`src/rtl/bfd_pkg.sv`:
```
package bfd_pkg;

    typedef enum logic [1:0] {
        CLS_NONE,
        CLS_IO,
        CLS_MEM,
        CLS_CFG
    } cmd_cls_e;

    typedef enum logic {
        ST_IDLE,
        ST_RESP
    } dec_state_e;

    localparam logic [3:0] CMD_IO_RD   = 4'h2;
    localparam logic [3:0] CMD_IO_WR   = 4'h3;
    localparam logic [3:0] CMD_MEM_RD  = 4'h6;
    localparam logic [3:0] CMD_MEM_WR  = 4'h7;
    localparam logic [3:0] CMD_CFG_RD  = 4'hA;
    localparam logic [3:0] CMD_CFG_WR  = 4'hB;
    localparam logic [3:0] CMD_MEM_RDM = 4'hC;
    localparam logic [3:0] CMD_MEM_RDL = 4'hE;
    localparam logic [3:0] CMD_MEM_WRI = 4'hF;

    function automatic cmd_cls_e classify(input logic [3:0] cmd);
        cmd_cls_e cls;
        case (cmd)
            CMD_IO_RD, CMD_IO_WR:                     cls = CLS_IO;
            CMD_MEM_RD, CMD_MEM_WR, CMD_MEM_RDM,
            CMD_MEM_RDL, CMD_MEM_WRI:                 cls = CLS_MEM;
            CMD_CFG_RD, CMD_CFG_WR:                   cls = CLS_CFG;
            default:                                  cls = CLS_NONE;
        endcase
        return cls;
    endfunction

endpackage

```
`src/rtl/bfd_io_win.sv`:
```
module bfd_io_win #(
    parameter int IO_HI_W   = 16,
    parameter int PAGE_W    = 12,
    parameter int ISA_TOP_W = 16
) (
    input  logic [31:0]          addr,
    input  logic                 upper_zero,
    input  logic                 is_write,
    input  logic [3:0]           base_lo,
    input  logic [IO_HI_W-1:0]   base_hi,
    input  logic [3:0]           limit_lo,
    input  logic [IO_HI_W-1:0]   limit_hi,
    input  logic                 isa_en,
    input  logic                 vga_en,
    output logic                 win_hit,
    output logic                 isa_hole,
    output logic                 vga_hit
);
    localparam int LO_BITS = 32 - IO_HI_W - 4;

    logic [31:0] lo_bound;
    logic [31:0] hi_bound;

    always_comb begin
        lo_bound = {base_hi, base_lo, {LO_BITS{1'b0}}};
        hi_bound = {limit_hi, limit_lo, {LO_BITS{1'b1}}};
        win_hit  = upper_zero && (addr >= lo_bound) && (addr <= hi_bound);
        // aliased ISA range: upper three quarters of every 1 KB block under 64 KB
        isa_hole = isa_en && upper_zero && (addr[31:ISA_TOP_W] == '0)
                   && (addr[9:8] != 2'b00);
        vga_hit  = vga_en && is_write && upper_zero &&
                   ((addr == 32'h0000_03C6) || (addr == 32'h0000_03C8) ||
                    (addr == 32'h0000_03C9));
    end

    logic unused_page;
    assign unused_page = (PAGE_W == LO_BITS);

endmodule

```
`src/rtl/bfd_mem_win.sv`:
```
module bfd_mem_win #(
    parameter int ADDR_W = 64,
    parameter bit PREF64 = 1'b1
) (
    input  logic [ADDR_W-1:20]   addr_mb,
    input  logic [11:0]          mem_base,
    input  logic [11:0]          mem_limit,
    input  logic [11:0]          pf_base,
    input  logic [11:0]          pf_limit,
    input  logic [ADDR_W-33:0]   pf_base_up,
    input  logic [ADDR_W-33:0]   pf_limit_up,
    output logic                 mem_hit,
    output logic                 pf_hit
);
    localparam int UP_W = ADDR_W - 32;

    logic upper_zero;

    always_comb begin
        upper_zero = (addr_mb[ADDR_W-1:32] == '0);
        mem_hit    = upper_zero && (addr_mb[31:20] >= mem_base) &&
                     (addr_mb[31:20] <= mem_limit);
    end

    generate
        if (PREF64) begin : g_pf64
            logic [UP_W+11:0] pf_lo;
            logic [UP_W+11:0] pf_hi;
            always_comb begin
                pf_lo  = {pf_base_up, pf_base};
                pf_hi  = {pf_limit_up, pf_limit};
                pf_hit = (addr_mb >= pf_lo) && (addr_mb <= pf_hi);
            end
        end else begin : g_pf32
            logic unused_up;
            assign unused_up = ^{pf_base_up, pf_limit_up};
            always_comb begin
                pf_hit = upper_zero && (addr_mb[31:20] >= pf_base) &&
                         (addr_mb[31:20] <= pf_limit);
            end
        end
    endgenerate

endmodule

```
`src/rtl/bfd_cfg_dec.sv`:
```
module bfd_cfg_dec #(
    parameter int BUS_W = 8
) (
    input  logic [1:0]           addr_type,
    input  logic [BUS_W-1:0]     addr_bus,
    input  logic [BUS_W-1:0]     sec_bus,
    input  logic [BUS_W-1:0]     sub_bus,
    output logic                 to_local,
    output logic                 to_pass
);
    logic is_t1;

    always_comb begin
        is_t1    = (addr_type == 2'b01);
        to_local = is_t1 && (addr_bus == sec_bus);
        to_pass  = is_t1 && (addr_bus > sec_bus) && (addr_bus <= sub_bus);
    end

endmodule

```
`src/rtl/bfd_decoder.sv`:
```
module bfd_decoder
    import bfd_pkg::*;
#(
    parameter int ADDR_W  = 64,
    parameter int BUS_W   = 8,
    parameter int IO_HI_W = 16,
    parameter bit PREF64  = 1'b1
) (
    input  logic                 clk,
    input  logic                 rst_n,
    input  logic                 req_vld,
    input  logic                 req_upstream,
    input  logic [3:0]           req_cmd,
    input  logic [ADDR_W-1:0]    req_addr,
    input  logic [3:0]           io_base_lo,
    input  logic [IO_HI_W-1:0]   io_base_hi,
    input  logic [3:0]           io_limit_lo,
    input  logic [IO_HI_W-1:0]   io_limit_hi,
    input  logic [11:0]          mem_base,
    input  logic [11:0]          mem_limit,
    input  logic [11:0]          pf_base,
    input  logic [11:0]          pf_limit,
    input  logic [ADDR_W-33:0]   pf_base_up,
    input  logic [ADDR_W-33:0]   pf_limit_up,
    input  logic [BUS_W-1:0]     sec_bus,
    input  logic [BUS_W-1:0]     sub_bus,
    input  logic                 isa_en,
    input  logic                 vga_snoop_en,
    output logic                 dec_vld,
    output logic                 dec_claim,
    output logic                 dec_cfg_type0,
    output logic                 dec_cfg_type1
);
    localparam int BUS_LSB = 16;

    cmd_cls_e   cls;
    logic       hi_zero;
    logic       io_win, io_hole, io_vga;
    logic       mem_hit, pf_hit;
    logic       cfg_local, cfg_pass;
    logic       io_down, mem_down;
    logic       claim_d, t0_d, t1_d;
    dec_state_e state_q, state_d;
    logic       dir_q;

    bfd_io_win #(.IO_HI_W(IO_HI_W)) u_io (
        .addr       (req_addr[31:0]),
        .upper_zero (hi_zero),
        .is_write   (req_cmd == CMD_IO_WR),
        .base_lo    (io_base_lo),
        .base_hi    (io_base_hi),
        .limit_lo   (io_limit_lo),
        .limit_hi   (io_limit_hi),
        .isa_en     (isa_en),
        .vga_en     (vga_snoop_en),
        .win_hit    (io_win),
        .isa_hole   (io_hole),
        .vga_hit    (io_vga)
    );

    bfd_mem_win #(.ADDR_W(ADDR_W), .PREF64(PREF64)) u_mem (
        .addr_mb     (req_addr[ADDR_W-1:20]),
        .mem_base    (mem_base),
        .mem_limit   (mem_limit),
        .pf_base     (pf_base),
        .pf_limit    (pf_limit),
        .pf_base_up  (pf_base_up),
        .pf_limit_up (pf_limit_up),
        .mem_hit     (mem_hit),
        .pf_hit      (pf_hit)
    );

    bfd_cfg_dec #(.BUS_W(BUS_W)) u_cfg (
        .addr_type (req_addr[1:0]),
        .addr_bus  (req_addr[BUS_LSB+BUS_W-1:BUS_LSB]),
        .sec_bus   (sec_bus),
        .sub_bus   (sub_bus),
        .to_local  (cfg_local),
        .to_pass   (cfg_pass)
    );

    // combine window results into the direction-dependent decision
    always_comb begin
        cls      = classify(req_cmd);
        hi_zero  = (req_addr[ADDR_W-1:32] == '0);
        io_down  = (io_win && !io_hole) || io_vga;
        mem_down = mem_hit || pf_hit;
        claim_d  = 1'b0;
        t0_d     = 1'b0;
        t1_d     = 1'b0;
        unique case (cls)
            CLS_IO:   claim_d = req_upstream ? !io_down  : io_down;
            CLS_MEM:  claim_d = req_upstream ? !mem_down : mem_down;
            CLS_CFG: begin
                if (!req_upstream) begin
                    t0_d    = cfg_local;
                    t1_d    = cfg_pass;
                    claim_d = cfg_local || cfg_pass;
                end
            end
            default:  claim_d = 1'b0;
        endcase
    end

    // next-state logic
    always_comb begin
        state_d = state_q;
        unique case (state_q)
            ST_IDLE: if (req_vld)  state_d = ST_RESP;
            ST_RESP: if (!req_vld) state_d = ST_IDLE;
            default: state_d = ST_IDLE;
        endcase
    end

    // state register
    always_ff @(posedge clk) begin
        if (!rst_n) state_q <= ST_IDLE;
        else        state_q <= state_d;
    end

    // registered outputs
    always_ff @(posedge clk) begin
        if (!rst_n) begin
            dec_claim     <= 1'b0;
            dec_cfg_type0 <= 1'b0;
            dec_cfg_type1 <= 1'b0;
            dir_q         <= 1'b0;
        end else if (state_d == ST_RESP) begin
            dec_claim     <= claim_d;
            dec_cfg_type0 <= t0_d;
            dec_cfg_type1 <= t1_d;
            dir_q         <= req_upstream;
        end else begin
            dec_claim     <= 1'b0;
            dec_cfg_type0 <= 1'b0;
            dec_cfg_type1 <= 1'b0;
            dir_q         <= 1'b0;
        end
    end

    assign dec_vld = (state_q == ST_RESP);

    // decision appears exactly one cycle after the strobe
    a_r1_vld_follows: assert property (@(posedge clk) disable iff (!rst_n)
        req_vld |=> dec_vld);
    a_r1_vld_drops: assert property (@(posedge clk) disable iff (!rst_n)
        !req_vld |=> !dec_vld);
    // no flag without a valid decision
    a_r1_quiet_idle: assert property (@(posedge clk) disable iff (!rst_n)
        !dec_vld |-> !(dec_claim || dec_cfg_type0 || dec_cfg_type1));
    // conversion and pass-through are exclusive
    a_r8_flags_onehot: assert property (@(posedge clk) disable iff (!rst_n)
        $onehot0({dec_cfg_type0, dec_cfg_type1}));
    // a configuration flag always comes with a claim
    a_r7_flag_claims: assert property (@(posedge clk) disable iff (!rst_n)
        (dec_cfg_type0 || dec_cfg_type1) |-> dec_claim);
    // upstream decisions never carry configuration flags
    a_r10_up_no_cfg: assert property (@(posedge clk) disable iff (!rst_n)
        (dec_vld && dir_q) |-> !(dec_cfg_type0 || dec_cfg_type1));

endmodule

```
`config.mk`:
```
export PLATFORM = sky130hd
export DESIGN_NAME = bfd_decoder
export DESIGN_NICKNAME = d
export VERILOG_FILES = /design/src/rtl/bfd_pkg.sv /design/src/rtl/bfd_io_win.sv /design/src/rtl/bfd_mem_win.sv /design/src/rtl/bfd_cfg_dec.sv /design/src/rtl/bfd_decoder.sv
export SDC_FILE = /design/constraint.sdc
export NUM_CORES = 1
export LEC_CHECK = 0
export BUFFER_PORTS_ARGS = -buffer_cell sky130_fd_sc_hd__buf_2
export CAP_MARGIN = 10
export CORE_ASPECT_RATIO = 0.7
export CORE_MARGIN = 5
export CORE_UTILIZATION = 52
export CTS_BUF_LIST = sky130_fd_sc_hd__clkbuf_2
export DETAILED_ROUTE_END_ITERATION = 7
export GPL_TIMING_DRIVEN = 0
export PLACE_DENSITY = 0.91
export SYNTH_ARGS = -nofsm -noshare
export SYNTH_HDL_FRONTEND = slang
export SYNTH_SLANG_ARGS = --single-unit
```
`constraint.sdc`:
```
create_clock -name clk -period 2.9 [get_ports clk]
set_input_delay 0.145 -clock clk [delete_from_list [all_inputs] [get_ports clk]]
set_output_delay 0.145 -clock clk [all_outputs]
set_load 0.01 [all_outputs]
```
# [After elaboration in Yosys (flattened, before gate mapping)]
# Memory sizes are Yosys's and may differ from the RTL's.
# Cells that the tools add are included.
# Widths: inputs -> output; s select.
[classes] reduce_logical=28 n_lt_le_gt_ge=8 n_mux=5 n_eq_ne=9 bitwise=3
[ops] op="$eq 32x10->1 const B" count=3
[ops] op="$ge 44x44->1" count=1
[ops] op="$le 44x44->1" count=1
[ops] op="$ge 32x32->1" count=1
[ops] op="$le 32x32->1" count=1
[ops] op="$logic_not 32->1" count=1
[ops] op="$logic_not 16->1" count=1
[ops] op="$logic_and 1x1->1" count=15
[ops] op="$ge 12x12->1" count=1
[ops] op="$le 12x12->1" count=1
[ops] op="$eq 8x8->1" count=1
[ops] op="$gt 8x8->1" count=1
[ops] op="$le 8x8->1" count=1
[ops] op="$logic_or 1x1->1" count=5
[ops] op="$eq 2x1->1 const B" count=2
[ops] op="$eq 2x2->1 const B" count=2
[ops] op="$eq 4x2->1 const B" count=1
[ops] op="$mux 1" count=4
[ops] op="$reduce_or 4->1" count=1
[ops] op="$logic_not 1->1" count=3
[ops] op="$not 1->1" count=3
[ops] op="$pmux 1 s3" count=1
[ops] op="$reduce_and 2->1" count=1
[ops] op="$reduce_bool 2->1" count=1
[word_totals] out_inout_bits=4 input_bits=242 n_memories=1 romBits=32 elab_cells=58 reg_bits=4
[memory_table] memory="(name not given)" depth=16 width=2 rd=1 rd_ports_with_merged_regs=0 wr=0 line_no="bfd_pkg.sv:27" text="case (cmd)"

# [Logic depth before layout (Yosys ltp)]
[depth] ltp_word=10 depth_mapped=10 ltp_nobuf=10

# [Cells and area by module]
# A second synthesis with hierarchy kept.
[hier_totals] cells_unflattened=651 hier_area_um2=4729.5
[modules_own_cells] mod="bfd_mem_win" instances=1 area_per_inst_um2=2872.8 seq_area_each_um2=0.0 cells_per_inst=398
[modules_own_cells] mod="bfd_io_win" instances=1 area_per_inst_um2=1161.1 seq_area_each_um2=0.0 cells_per_inst=163
[modules_own_cells] mod="bfd_cfg_dec" instances=1 area_per_inst_um2=431.7 seq_area_each_um2=0.0 cells_per_inst=56
[modules_own_cells] mod="bfd_decoder" instances=1 area_per_inst_um2=264.0 seq_area_each_um2=80.1 cells_per_inst=34

# [Worst setup path after synthesis]
# Ideal clock, no wire load.
[synth_timing] path_kind="input port to flip-flop" start="in pf_limit_up[30]" end="reg dec_claim" required_time_ps=2778 n_path_buf=0 setup_slack_ps=853 cell_stages=10 setup_time_ps=122 arrival_time_ps=1924 cell_sequence="inv_1 ha_1 a21oi_2 nand2_1 a221o_1 a211o_1 o21a_1 a211oi_2 mux2i_1 nand3_1"
[synth_between] elab_chain_len=6
[synth_rtl] element="start, declared" line_no="bfd_decoder.sv:24" text="input logic [ADDR_W-33:0] pf_limit_up,"
[synth_rtl] element="$le 44x44->1 (*)" line_no="bfd_mem_win.sv:32" text="pf_hit = (addr_mb >= pf_lo) && (addr_mb <= pf_hi);"
[synth_rtl] element="$logic_and 1x1->1 (*)" line_no="bfd_mem_win.sv:32"
[synth_rtl] element="$logic_or 1x1->1 (*)" line_no="bfd_decoder.sv:87" text="mem_down = mem_hit || pf_hit;"
[synth_rtl] element="$logic_not 1->1" line_no="bfd_decoder.sv:93" text="CLS_MEM: claim_d = req_upstream ? !mem_down : mem_down;"
[synth_rtl] element="$mux 1 (*)" line_no="bfd_decoder.sv:93"
[synth_rtl] element="$pmux 1 s3 (*)" line_no="bfd_decoder.sv:91" text="unique case (cls)"
[synth_rtl] element="end signal, assigned" line_no="bfd_decoder.sv:129" text="dec_claim <= claim_d;"
[synth_rtl] element="end, declared" line_no="bfd_decoder.sv:30" text="output logic dec_claim,"
# Every way passes the cells marked *; elsewhere a longest branch is shown, timed or not.
# A chain may end at the register's enable or synchronous reset.

# [Final worst setup path]
[layout_timing] start="in req_addr[55]" end="reg dec_claim"
[layout_between] elab_chain_len=10 elab_cells_between_ends=22 classes_between="order compare: 2; mux: 3; reduce/logical: 17"
[layout_rtl] element="start, declared" line_no="bfd_decoder.sv:14" text="input logic [ADDR_W-1:0] req_addr,"
[layout_rtl] element="parallel branches: the longest is 9 deep, another holds $ge 44x44->1"
[layout_rtl] element="$pmux 1 s3 (*)" line_no="bfd_decoder.sv:91"
# Mark *: on every way between the ends.

==> metrics.txt <==
crit path kind input pin to flop; slowest stage cell, crit path ha_1; wire per inst 15.0 um; register area share after synthesis 1.73%; Max Fanout on Critical Path 3; met2 WL 6.95 mm; Initial DRC Count 318; setup ws final 0.665 ns; met1 wire length 6.90 mm; startpoint types input pin; Final nets 1,319; Initial Util 54.0%; Slew @ Worst Pin 0.597 ns; P_leak 3.74 nW; Clock Pin Slew Worst Setup and Hold Paths 0.05 ns; Critical path buffers and inverters 1; initial antenna violation count 0; Routed Antenna Nets 0; RSZ-0062 raised after global routing no; Crit path largest cell delay 0.33 ns; crit path DAT 2.32 ns; die width 123 um; die height 89.0 um; Top Family by Delay on Critical Path compound AO/OA/AOI/OAI gates; type of destination of the critical path flop; total gr overflow 0; setup_tns 0 ns; Synth area leader ha_1; min Tclk post-route 2.23 ns; # IOs 246; Mapped Avg Cell Area 7.04 um^2; register bit total from synthesis 4; max_cap viols 0; DR vias/cell 5.43; Vias 5,586; post_cts resized 0; CTS tree yes; YS warnings 0; CP Capture Point dec_claim$_SDFF_PN0_; Post-synth EDFFs 0; multiplexer share of the synthesized area 0.432%; drt first pass iters 5; Clock Sink Count 4; port bufs 245; f_max 448 MHz; syn_nets 1,069; htree depth 1; min-delay src req_vld; adder-cell area share of the yosys netlist 45.3%; HPWL Detailed 14.2 mm; dpl ws 0.491 ns; number of global-route vias before repair 5,300; fraction of registers with async set/reset 0%; Syn Inst Count 659; largest net degree at the start of global routing 10; CTS buffer count 3; Synth-to-Final Area Change 30.1%; DRC Markers 0; share of the synthesized area in the top cell type 45.3%; CP Launch Point req_addr[55]; hold_buf cts 0; setup repair bufs after CTS 0; Synth Area in XOR/XNOR 0%; run status completed; Fin. Hold Viols 0; CP Depth 10; GRT Total Usage 26.5%; largest family of logic cells by synthesized area adder cells; Synth cell types 46; simple-gate share of the synthesized area 20.0%; die area 10,900 um^2; clk buf depth 2; Worst Hold Depth 2; main flop type after synthesis dfxtp_1; Post-Syn Area 4640 um^2; Cell Chain, Critical Path buf_2 > ha_1 > a21oi_1 > o21ai_1 > a221o_1 > a211o_1 > o21a_1 > a211oi_2 > mux2i_1 > nand3_1; GP Congestion 0.997; PD cells 145 nW/um^2; # setup viols final 0; share of cells above drive strength 1 27.9%; met3 wire len 1.24 mm; final WL 15.4 mm; Hold/Removal Path Class input pin to flop; Std-Cell Rows 28; max-slew violations 0; maximum vdd ir drop 0.0870 mV; max layer used met4; layout filler cell count 732; final worst-path cycle share 77.1%; most common cell in the synthesized netlist inv_1; required time worst endpoint 2.98 ns; post-synthesis compound-gate area fraction 18.8%; Worst slew margin 59.8%; top post-synthesis cells by count inv_1 (169), ha_1 (168), a21oi_1 (68); CTS root buf clkbuf_2; first-pass GRT wire length 23.7 mm; Hold WS 0.242 ns; Synth area leaders ha_1 (45%), inv_1 (14%), a21oi_1 (7.3%); Core Area 8580 um^2
## per-stage QoR
stage / total power, mW / area, um^2 / util (%) / std cells
global route: 0.995 / 6030 / 70.2 / 1027
global placement: 0.781 / 6010 / 70.1 / 1024
detailed placement: 0.813 / 6010 / 70.1 / 1024
floorplan: 0.478 / 4640 / - / 659
CTS: 0.872 / 6030 / 70.2 / 1027
finish: 0.877 / 6030 / 70.3 / 1028
## state kept, by name, summed over array words and instances, names as in the netlist
signal	count
dec_claim	1
dec_cfg_type0	1
dec_vld	1
dec_cfg_type1	1
## per-layer routing
metal | vias up | global-route usage [%]
met2 | 244 | 44.3
li1 | 2836 | -
met1 | 2477 | 37.2
met3 | 29 | 2.21
met4 | 0 | 5.89
met5 | - | 0
## cell usage in the layout (no fill, tap or decap), drive strengths merged, types with 3 or more instances in the layout
cell    instances
nor2           23
o22ai           3
nor4           18
nor2b           8
a21boi          3
nand4          32
nand3          18
inv           169
a211oi          9
nor3            7
o211ai          8
or3             3
dfxtp           4
a21o            4
nand2          42
ha            168
clkbuf          3
and4           10
buf           245
a21oi          70
o21a            4
o21ai          27
## worst min path at each step
| stage | end |
|---|---|
| floorplan | dec_cfg_type0$_SDFF_PP0_ |
| global placement | dec_vld$_SDFF_PN0_ |
| global route | dec_vld$_SDFF_PN0_ |
| CTS | dec_vld$_SDFF_PN0_ |
| finish | dec_vld$_SDFF_PN0_ |
| detailed placement | dec_vld$_SDFF_PN0_ |
## power by group
part	switching, mW	internal, mW
Sequential	0.000362	0.0565
Combinational	0.407	0.359
Clock	0.0261	0.0279
Total	0.434	0.443
## kinds of logic after synthesis
logic type      Yosys count
simple gates            172
buf+inv                 169
fa+ha+maj               168
compound gates          144
flops                     4
mux                       2
## cell type report
class                      instances  area (um^2)  area share, %
clock buffer                       3         15.0          0.249
tap                              120          150           2.49
multi-input combinational        486         3920           65.0
antenna                            1         2.50         0.0415
timing repair buffer             245         1230           20.3
sequential                         4         80.1           1.33
inverter                         169          634           10.5
Power figures use the tool's default switching activity.
